`src/rtl/buzz_pkg.sv`:
```
package buzz_pkg;
    // Run state of the tone generator
    typedef enum logic [1:0] {
        ST_OFF  = 2'd0,
        ST_LOW  = 2'd1,
        ST_HIGH = 2'd2
    } buzz_state_t;
endpackage

```
`src/rtl/buzz_cfg_reg.sv`:
```
module buzz_cfg_reg #(
    parameter int SEL_W = 2,
    parameter int CNT_W = 6,
    localparam int REG_W = SEL_W + CNT_W
) (
    input  logic             clk,
    input  logic             rst_n,
    input  logic             wr_en,
    input  logic [REG_W-1:0] wr_data,
    input  logic             load,
    output logic [SEL_W-1:0] act_sel,
    output logic [CNT_W-1:0] act_cnt
);
    logic [REG_W-1:0] shadow_q;
    logic [REG_W-1:0] shadow_d;

    // The word written on this edge is already visible to a reload on the same edge
    assign shadow_d = wr_en ? wr_data : shadow_q;

    always_ff @(posedge clk or negedge rst_n) begin
        if (!rst_n) begin
            shadow_q <= {{SEL_W{1'b0}}, {CNT_W{1'b1}}};
            act_sel  <= '0;
            act_cnt  <= '1;
        end else begin
            shadow_q <= shadow_d;
            if (load) begin
                act_sel <= shadow_d[REG_W-1:CNT_W];
                act_cnt <= shadow_d[CNT_W-1:0];
            end
        end
    end

    // the working setting only moves at a reload point
    p_act_hold_r5: assert property (@(posedge clk) disable iff (!rst_n)
        !load |=> $stable({act_sel, act_cnt}));
endmodule

```
`src/rtl/buzz_prescaler.sv`:
```
module buzz_prescaler #(
    parameter int SEL_W     = 2,
    parameter int BASE_LOG2 = 3,
    localparam int TAPS  = 1 << SEL_W,
    localparam int PRE_W = BASE_LOG2 + TAPS - 1
) (
    input  logic             clk,
    input  logic             rst_n,
    input  logic             clr,
    input  logic [SEL_W-1:0] sel,
    output logic             tick
);
    logic [PRE_W-1:0] pre_q;
    logic [TAPS-1:0]  term;

    function automatic logic [PRE_W-1:0] tap_limit(input logic [SEL_W-1:0] s);
        tap_limit = PRE_W'((1 << (BASE_LOG2 + int'(s))) - 1);
    endfunction

    // One terminal-count compare per selectable tap
    for (genvar g = 0; g < TAPS; g++) begin : g_tap
        localparam logic [PRE_W-1:0] LIM = PRE_W'((1 << (BASE_LOG2 + g)) - 1);
        assign term[g] = (pre_q == LIM);
    end

    assign tick = !clr && term[sel];

    always_ff @(posedge clk or negedge rst_n) begin
        if (!rst_n)
            pre_q <= '0;
        else if (clr || tick)
            pre_q <= '0;
        else
            pre_q <= pre_q + 1'b1;
    end

    // the prescale count never passes the selected tap
    p_pre_bound_r3: assert property (@(posedge clk) disable iff (!rst_n)
        !clr |-> pre_q <= tap_limit(sel));

    // held at zero while the block is off
    p_pre_clear_r6: assert property (@(posedge clk) disable iff (!rst_n)
        clr |=> pre_q == '0);
endmodule

```
`src/rtl/buzz_fsm.sv`:
```
module buzz_fsm
    import buzz_pkg::*;
#(
    parameter int CNT_W = 6
) (
    input  logic             clk,
    input  logic             rst_n,
    input  logic             enable,
    input  logic             tick,
    input  logic [CNT_W-1:0] act_cnt,
    output buzz_state_t      state,
    output logic             expire,
    output logic             load,
    output logic             pre_clr
);
    buzz_state_t      state_nxt;
    logic [CNT_W-1:0] half_cnt;

    assign expire  = (state != ST_OFF) && tick && (half_cnt == act_cnt);
    assign load    = (state == ST_OFF) || expire;
    assign pre_clr = !enable || (state == ST_OFF);

    always_comb begin
        state_nxt = state;
        unique case (state)
            ST_OFF:  if (enable) state_nxt = ST_LOW;
            ST_LOW:  if (!enable) state_nxt = ST_OFF;
                     else if (expire) state_nxt = ST_HIGH;
            ST_HIGH: if (!enable) state_nxt = ST_OFF;
                     else if (expire) state_nxt = ST_LOW;
            default: state_nxt = ST_OFF;
        endcase
    end

    always_ff @(posedge clk or negedge rst_n) begin
        if (!rst_n) state <= ST_OFF;
        else        state <= state_nxt;
    end

    always_ff @(posedge clk or negedge rst_n) begin
        if (!rst_n)
            half_cnt <= '0;
        else if (pre_clr || expire)
            half_cnt <= '0;
        else if (tick)
            half_cnt <= half_cnt + 1'b1;
    end

    // a low enable always lands in the off state
    p_off_state_r6: assert property (@(posedge clk) disable iff (!rst_n)
        !enable |=> state == ST_OFF);

    // the half counter never runs past the reload value
    p_cnt_bound_r2: assert property (@(posedge clk) disable iff (!rst_n)
        (state != ST_OFF) |-> half_cnt <= act_cnt);

    // a low half is only left on expiry or disable
    p_low_hold_r2: assert property (@(posedge clk) disable iff (!rst_n)
        (state == ST_LOW && enable && !expire) |=> state == ST_LOW);

    // leaving the off state always enters the low half
    p_start_low_r8: assert property (@(posedge clk) disable iff (!rst_n)
        (state == ST_OFF && enable) |=> state == ST_LOW);
endmodule

```
`src/rtl/buzzer_gen.sv`:
```
module buzzer_gen
    import buzz_pkg::*;
#(
    parameter int SEL_W     = 2,
    parameter int CNT_W     = 6,
    parameter int BASE_LOG2 = 3,
    localparam int REG_W = SEL_W + CNT_W
) (
    input  logic             clk,
    input  logic             rst_n,
    input  logic             wr_en,
    input  logic [REG_W-1:0] wr_data,
    input  logic             enable,
    output logic             buzz_out
);
    logic [SEL_W-1:0] act_sel;
    logic [CNT_W-1:0] act_cnt;
    logic             tick;
    logic             expire;
    logic             load;
    logic             pre_clr;
    buzz_state_t      state;

    buzz_cfg_reg #(.SEL_W(SEL_W), .CNT_W(CNT_W)) u_cfg (
        .clk(clk), .rst_n(rst_n), .wr_en(wr_en), .wr_data(wr_data),
        .load(load), .act_sel(act_sel), .act_cnt(act_cnt)
    );

    buzz_prescaler #(.SEL_W(SEL_W), .BASE_LOG2(BASE_LOG2)) u_pre (
        .clk(clk), .rst_n(rst_n), .clr(pre_clr), .sel(act_sel), .tick(tick)
    );

    buzz_fsm #(.CNT_W(CNT_W)) u_fsm (
        .clk(clk), .rst_n(rst_n), .enable(enable), .tick(tick),
        .act_cnt(act_cnt), .state(state), .expire(expire),
        .load(load), .pre_clr(pre_clr)
    );

    // Output decoded from the state register only
    always_comb buzz_out = (state == ST_HIGH);

    // output is low on the edge after enable is seen low
    p_out_off_r6: assert property (@(posedge clk) disable iff (!rst_n)
        !enable |=> !buzz_out);

    // the output only changes on an expiry or a disable
    p_edge_cause_r2: assert property (@(posedge clk) disable iff (!rst_n)
        (enable && !expire) |=> $stable(buzz_out));
endmodule

```
`config.mk`:
```
export PLATFORM = sky130hd
export DESIGN_NAME = buzzer_gen
export DESIGN_NICKNAME = d
export VERILOG_FILES = /design/src/rtl/buzz_pkg.sv /design/src/rtl/buzz_cfg_reg.sv /design/src/rtl/buzz_prescaler.sv /design/src/rtl/buzz_fsm.sv /design/src/rtl/buzzer_gen.sv
export SDC_FILE = /design/constraint.sdc
export NUM_CORES = 1
export LEC_CHECK = 0
export CAP_MARGIN = 5
export CELL_PAD_IN_SITES_DETAIL_PLACEMENT = 1
export CELL_PAD_IN_SITES_GLOBAL_PLACEMENT = 2
export CORE_MARGIN = 2
export CORE_UTILIZATION = 38
export CTS_CLUSTER_SIZE = 8
export DETAILED_ROUTE_END_ITERATION = 10
export MAX_ROUTING_LAYER = met4
export PLACE_DENSITY = 0.83
export REMOVE_ABC_BUFFERS = 1
export SLEW_MARGIN = 20
export SYNTH_ARGS = -nofsm -noshare
export SYNTH_HDL_FRONTEND = slang
export SYNTH_SLANG_ARGS = --single-unit
```
`constraint.sdc`:
```
create_clock -name clk -period 2 [get_ports clk]
set_input_delay 0.2 -clock clk [delete_from_list [all_inputs] [get_ports clk]]
set_output_delay 0.2 -clock clk [all_outputs]
set_load 0.02 [all_outputs]
```
==> results of run 1 <==
-- synth_stat cells, drive strengths merged (2+ instances only) --
cell type | n | share of area, %
a21o | 3 | 1.5
buf | 2 | 1.5
dfrtp | 18 | 30
dfstp | 12 | 21
ha | 2 | 1.7
inv | 3 | 0.76
mux2 | 16 | 12
nand2 | 10 | 2.5
nand3 | 8 | 2.7
nor2 | 12 | 3.0
nor3 | 5 | 2.0
o22ai | 3 | 1.3
o31ai | 2 | 1.4
xnor2 | 6 | 3.6
xor2 | 4 | 2.4
-- stage by stage --
stage | cells | util, %
5_1_grt | 195 | 48.0
6_report | 195 | 48.0
4_1_cts | 195 | 47.7
2_1_floorplan | 123 | -
3_3_place_gp | 187 | 44.8
3_5_place_dp | 187 | 44.8
-- cells by family (layout without fill, tap and decap cells) --
| kind of cell | count (synthesis) | count (layout) | share of synthesized area (%) |
|---|---|---|---|
| flops | 30 | 30 | 51.7 |
| xor+xnor | 10 | 10 | 5.92 |
| buf+inv | 6 | 27 | 2.54 |
| fa+ha+maj | 2 | 2 | 1.69 |
| mux | 17 | 17 | 12.8 |
| compound gates | 16 | 16 | 9.55 |
| simple gates | 45 | 45 | 15.7 |
-- power by group --
part | leakage, nW | internal, mW | switching [mW]
registers | 0.365 | 0.673 | 0.0298
logic | 0.329 | 0.0786 | 0.0631
clock network | 0.0579 | 0.366 | 0.236
-- area by class of cell --
cell class / count / area share (%)
Clock buffer: 5 / 3.86
Clock inverter: 3 / 2.24
Inverter: 3 / 0.631
Multi-Input combinational cell: 90 / 38.6
Sequential cell: 30 / 42.9
Tap cell: 48 / 3.37
Timing Repair Buffer: 16 / 8.42
-- metal layers --
layer,share of wire [%],wire length (µm),global-route usage [%]
met1,46,1440,20.1
met2,49,1530,26.5
met3,3.8,120,5.45
met4,0.93,29,6.12
met5,0,0,-
-- state kept, by name, indices dropped and copies added (netlist names) --
register        count
u_cfg.act_sel       2
u_fsm.state         2
u_pre.pre_q         6
u_cfg.act_cnt       6
u_cfg.shadow_q      8
u_fsm.half_cnt      6
-- worst register-to-register path, delay by kind of cell (launching register included) --
| kind | cells | cell delay, ps |
|---|---|---|
| AOI/OAI and AO/OA | 3 | 710 |
| DFF | 1 | 440 |
| muxes | 1 | 380 |
| and+or+nand+nor | 1 | 240 |
-- worst max-delay path by stage --
stage                                 startpoint                      endpoint  slack, ps  cells past startpoint
detailed placement      u_pre.pre_q[5]$_DFF_PN0_    u_fsm.state[0]$_DFFE_PN0P_         80                      6
finish                  u_pre.pre_q[4]$_DFF_PN0_  u_cfg.act_sel[0]$_DFFE_PN0P_        120                      5
global placement        u_pre.pre_q[4]$_DFF_PN0_  u_cfg.act_sel[1]$_DFFE_PN0P_        200                      5
global route        u_cfg.act_sel[1]$_DFFE_PN0P_  u_cfg.act_sel[0]$_DFFE_PN0P_          2                      5
CTS                     u_pre.pre_q[4]$_DFF_PN0_    u_fsm.state[0]$_DFFE_PN0P_         90                      6
floorplan               u_pre.pre_q[5]$_DFF_PN0_  u_cfg.act_sel[0]$_DFFE_PN0P_        170                      5
-- timing repair --
| item | in CTS | in global routing |
|---|---|---|
| resized for setup | 0 | 2 |
| endpoints found under the hold margin | 0 | 0 |
| endpoints found under the setup margin | 0 | 6 |
==> flow_metrics.env, run 1 <==
export IMPL_status="finished clean"
export IMPL_synth_cell_types=37
export IMPL_reg2reg_depth=5
export IMPL_synthArstFlopShare_pct=100
export IMPL_hold_viol_final=0
export IMPL_htree_levels=2
export IMPL_initial_utilization_pct=39.8
export IMPL_slowest_delay_ps=440
export IMPL_period_needed_ps=1880
export IMPL_cts_setup_buffers=0
export IMPL_place_worst_setup_slack_ps=79.5
export IMPL_crit_chain="and4_2 > o31ai_2 > a21oi_2 > a31oi_4 > mux2_2"
export IMPL_start_kind="flop"
export IMPL_syn_cell_area_um2=1480
export IMPL_clk_latency_ps=280
export IMPL_crit_type="reg2reg"
export IMPL_multi_input_area_um2=688
export IMPL_drv_cap=0
export IMPL_dieArea_um2=4410
export IMPL_timing_rr_end="u_cfg.act_sel[0]$_DFFE_PN0P_"
export IMPL_max_freq_mhz=533
export IMPL_drc=0
export IMPL_antenna_found_initial=0
export IMPL_io_buffers=12
export IMPL_drt_initial_drc_count=34
export IMPL_setup_violations_final=0
export IMPL_path_max_fanout=8
export IMPL_drv_slew=0
export IMPL_first_pass_iters=4
export IMPL_numCtsBuffers=5
export IMPL_design_area_um2=1780
export IMPL_layout_setup_ws_ps=124
export IMPL_relSlewSlack_pct=65.9
export IMPL_die_y_um=66.4
export IMPL_yosysWarnings=0
export IMPL_rsz0062_at_grt="false"
export IMPL_clockBufferDepth=2
export IMPL_synth_area_per_cell_um2=11.7
export IMPL_path_buf_inv=0
export IMPL_grt_usage_pct=16.8
export IMPL_hold_slack_ps=309
export IMPL_n_fill_cell=403
export IMPL_routed_via_density=5.22
export IMPL_fin_tns_setup_ps=0
export IMPL_leakage_nw=0.753
export IMPL_place_congestion=0.713
export IMPL_routed_wl_um=3120
export IMPL_clockRootBuffer="clkbuf_8"
export IMPL_grt_max_degree=31
export IMPL_drive_above_1_share_pct=34.0
export IMPL_finalPower_mw=1.45
export IMPL_dieWidth_um=66.4
export IMPL_fin_skew_ps=11.7
export IMPL_core_um2=3720
export IMPL_detail_route_antenna_nets=0
export IMPL_r2r_setup_slack_ps=120
export IMPL_yosysSeqAreaShare_pct=51.7
export IMPL_ioPinCount=13
export IMPL_ys_seq_elements=30
export IMPL_end_kind="flop"
export IMPL_grt_pass1_wl_um=5260
export IMPL_clock_sinks=30
export IMPL_clk_pin_slew_worst_paths_ps=70
export IMPL_synth_cells=126
export IMPL_grt_pass1_vias=1089
export IMPL_regArea_um2=766
export IMPL_grt_overflow_total=0
export IMPL_power_density_nw_per_um2=811
export IMPL_synth_edf_count=0
export IMPL_holdBufCountCts=0
export IMPL_routedWlPerCell_um=16.0
export IMPL_cp_arrival_ps=2040
export IMPL_tightest_slew_ps=507
export IMPL_required_ps=2170
export IMPL_hold_class="in2async"
export IMPL_mostFrequentLayoutCells="dfrtp_1, mux2_2, nor2_1, clkdlybuf4s50_1, dfstp_2"
export IMPL_hpwl_um=2220
export IMPL_antenna_cells=0
export IMPL_crit_family="compound AO/OA/AOI/OAI gates"
export IMPL_num_rows=22
export IMPL_cp_slowest_cell="dfrtp_1"
export IMPL_synth_flop_cell="dfrtp_1"
export IMPL_place_area_um2=1660
export IMPL_ir_drop_mv=0.642
export IMPL_final_nets=160
export IMPL_vias=1018
export IMPL_timing_final_crit_share_pct=93.8
export IMPL_cts_tree="built"
export IMPL_layout_commonest_cell="dfrtp_1"
export IMPL_timing_rr_start="u_pre.pre_q[4]$_DFF_PN0_"
export IMPL_syn_to_final_growth_pct=20.5
(Power assumes the default switching activity.)
==> inputs of run 2 (changes only) <==
--- a/config.mk
+++ b/config.mk
@@ -13,7 +13,7 @@
 export CTS_CLUSTER_SIZE = 8
 export DETAILED_ROUTE_END_ITERATION = 10
 export MAX_ROUTING_LAYER = met4
-export PLACE_DENSITY = 0.83
+export PLACE_DENSITY_LB_ADDON = 0.1
 export REMOVE_ABC_BUFFERS = 1
 export SLEW_MARGIN = 20
 export SYNTH_ARGS = -nofsm -noshare
==> run 2 against run 1 <==
Effect of this change:
- first-iteration DRC count rose by 21%
- power decreased by 6.7%
- critical path depth stayed put
- non-clock buffer count increased by 2
- critical path type unchanged
- sequential share of layout area down 0.080 points
- combinational power hardly changed
- worst hold slack improved by 5.5 ps
- register-to-register slack got worse by 20 ps
==> flow_metrics.env, run 2 (synthesis results as in run 1) <==
export IMPL_final_core_util_pct=48.2
export IMPL_required_ps=2160
export IMPL_mostFrequentLayoutCells="dfrtp_1, mux2_2, nor2_1, clkdlybuf4s50_1, dfstp_2"
export IMPL_drc=0
export IMPL_combPwrFrac_pct=10.6
export IMPL_clk_latency_ps=280
export IMPL_final_nets=162
export IMPL_ioPinCount=13
export IMPL_p_sw_mw=0.321
export IMPL_vias=1008
export IMPL_hold_viol_final=0
export IMPL_cp_arrival_ps=2050
export IMPL_grt_usage_pct=16.6
export IMPL_num_rows=22
export IMPL_drive_above_1_share_pct=34.9
export IMPL_syn_to_final_growth_pct=21.0
export IMPL_end_kind="flop"
export IMPL_fin_skew_ps=7.50
export IMPL_tightest_slew_ps=447
export IMPL_path_max_fanout=8
export IMPL_drt_initial_drc_count=41
export IMPL_start_kind="flop"
export IMPL_initial_utilization_pct=39.8
export IMPL_clockBufferDepth=2
export IMPL_ir_drop_mv=0.238
export IMPL_crit_type="reg2reg"
export IMPL_setup_violations_final=0
export IMPL_clock_sinks=30
export IMPL_dieWidth_um=66.4
export IMPL_grt_overflow_total=0
export IMPL_cts_tree="built"
export IMPL_p_sw_share_pct=23.8
export IMPL_drv_cap=0
export IMPL_core_um2=3720
export IMPL_largest_reg_flops=8
export IMPL_seqPwrFrac_pct=52.0
export IMPL_hpwl_um=2110
export IMPL_clk_pin_slew_worst_paths_ps=70
export IMPL_clockRootBuffer="clkbuf_8"
export IMPL_routed_wl_um=2990
export IMPL_layout_commonest_cell="dfrtp_1"
export IMPL_dieArea_um2=4410
export IMPL_rsz0062_at_grt="false"
export IMPL_grt_pass1_vias=1088
export IMPL_status="finished clean"
export IMPL_clkPwrFrac_pct=37.4
export IMPL_routedWlPerCell_um=15.2
export IMPL_htree_levels=2
export IMPL_numCtsBuffers=5
export IMPL_leakage_nw=0.749
export IMPL_routed_via_density=5.12
export IMPL_timing_final_crit_share_pct=94.9
export IMPL_io_buffers=12
export IMPL_die_y_um=66.4
export IMPL_fin_tns_setup_ps=0
export IMPL_grt_max_degree=31
export IMPL_holdBufCountCts=0
export IMPL_period_needed_ps=1900
export IMPL_max_freq_mhz=527
export IMPL_power_density_nw_per_um2=754
export IMPL_p_int_mw=1.03
export IMPL_n_fill_cell=414
export IMPL_antenna_found_initial=0
export IMPL_drv_slew=0
export IMPL_first_pass_iters=4
export IMPL_hold_class="in2async"
export IMPL_relSlewSlack_pct=70.0
export IMPL_antenna_cells=0
export IMPL_place_congestion=0.794
export IMPL_top_register="u_cfg.shadow_q"
export IMPL_grt_pass1_wl_um=5220
export IMPL_detail_route_antenna_nets=0
run 2: power groups by stage:
stage	combinational (mW)	sequential (mW)	clock, mW
after floorplan	0.0847	0.701	0
after global placement	0.139	0.708	0
after detailed placement	0.144	0.711	0
after CTS	0.145	0.702	0.525
after global routing	0.158	0.709	0.556
final	0.143	0.702	0.505
run 2: through the flow:
step	power [mW]	cell area [µm²]	std cells	setup slack [ps]	hold WS [ps]
finish	1.35	1790	197	102	315
global route	1.42	1790	197	17.6	337
CTS	1.37	1770	197	77.3	320
detailed placement	0.855	1680	189	141	455
global placement	0.847	1680	189	203	448
floorplan	0.786	1450	123	170	-95.6
run 2: final timing paths:
path | startpoint | cells after the start | end | slack (ps)
max | u_cfg.act_sel[1]$_DFFE_PN0P_ | 5 | u_cfg.act_sel[1]$_DFFE_PN0P_ | 100
max reg2reg | u_cfg.act_sel[1]$_DFFE_PN0P_ | 5 | u_cfg.act_sel[1]$_DFFE_PN0P_ | 100
min in group clk | u_pre.pre_q[0]$_DFF_PN0_ | 1 | u_pre.pre_q[0]$_DFF_PN0_ | 460
min | rst_n | 2 | u_pre.pre_q[5]$_DFF_PN0_ | 310
max in group asynchronous | rst_n | 2 | u_cfg.shadow_q[4]$_DFF_PN1_ | 1360
min reg2reg | u_pre.pre_q[0]$_DFF_PN0_ | 1 | u_pre.pre_q[0]$_DFF_PN0_ | 460
run 2: timing repair:
item | 4_1_cts | 5_1_grt
setup buffers | 0 | 0
endpoints found under the setup margin | 0 | 1
resized for setup | 0 | 3
run 2: critical path: stages (launching register included):
cell	delay [ps]
dfrtp_1	430
and4_2	280
o31ai_4	260
a21oi_2	110
a31oi_4	330
mux2_2	380
run 2: layout make-up:
class / count / area [µm²] / area share, %
clock buffers: 6 / 82.6 / 4.61
clock inverters: 2 / 12.5 / 0.699
inverters: 3 / 11.3 / 0.629
multi-input cells: 90 / 692 / 38.6
flip-flops and latches: 30 / 767 / 42.8
well taps: 48 / 60.1 / 3.35
repair buffers: 18 / 165 / 9.22
run 2: routing by layer:
layer	global-route usage (%)	vias up	part of all wire (%)
met4	4.59	0	0.60
met3	5.96	2	4.7
li1	-	493	-
met1	20.8	494	49
met2	25.4	19	45
met5	-	-	0
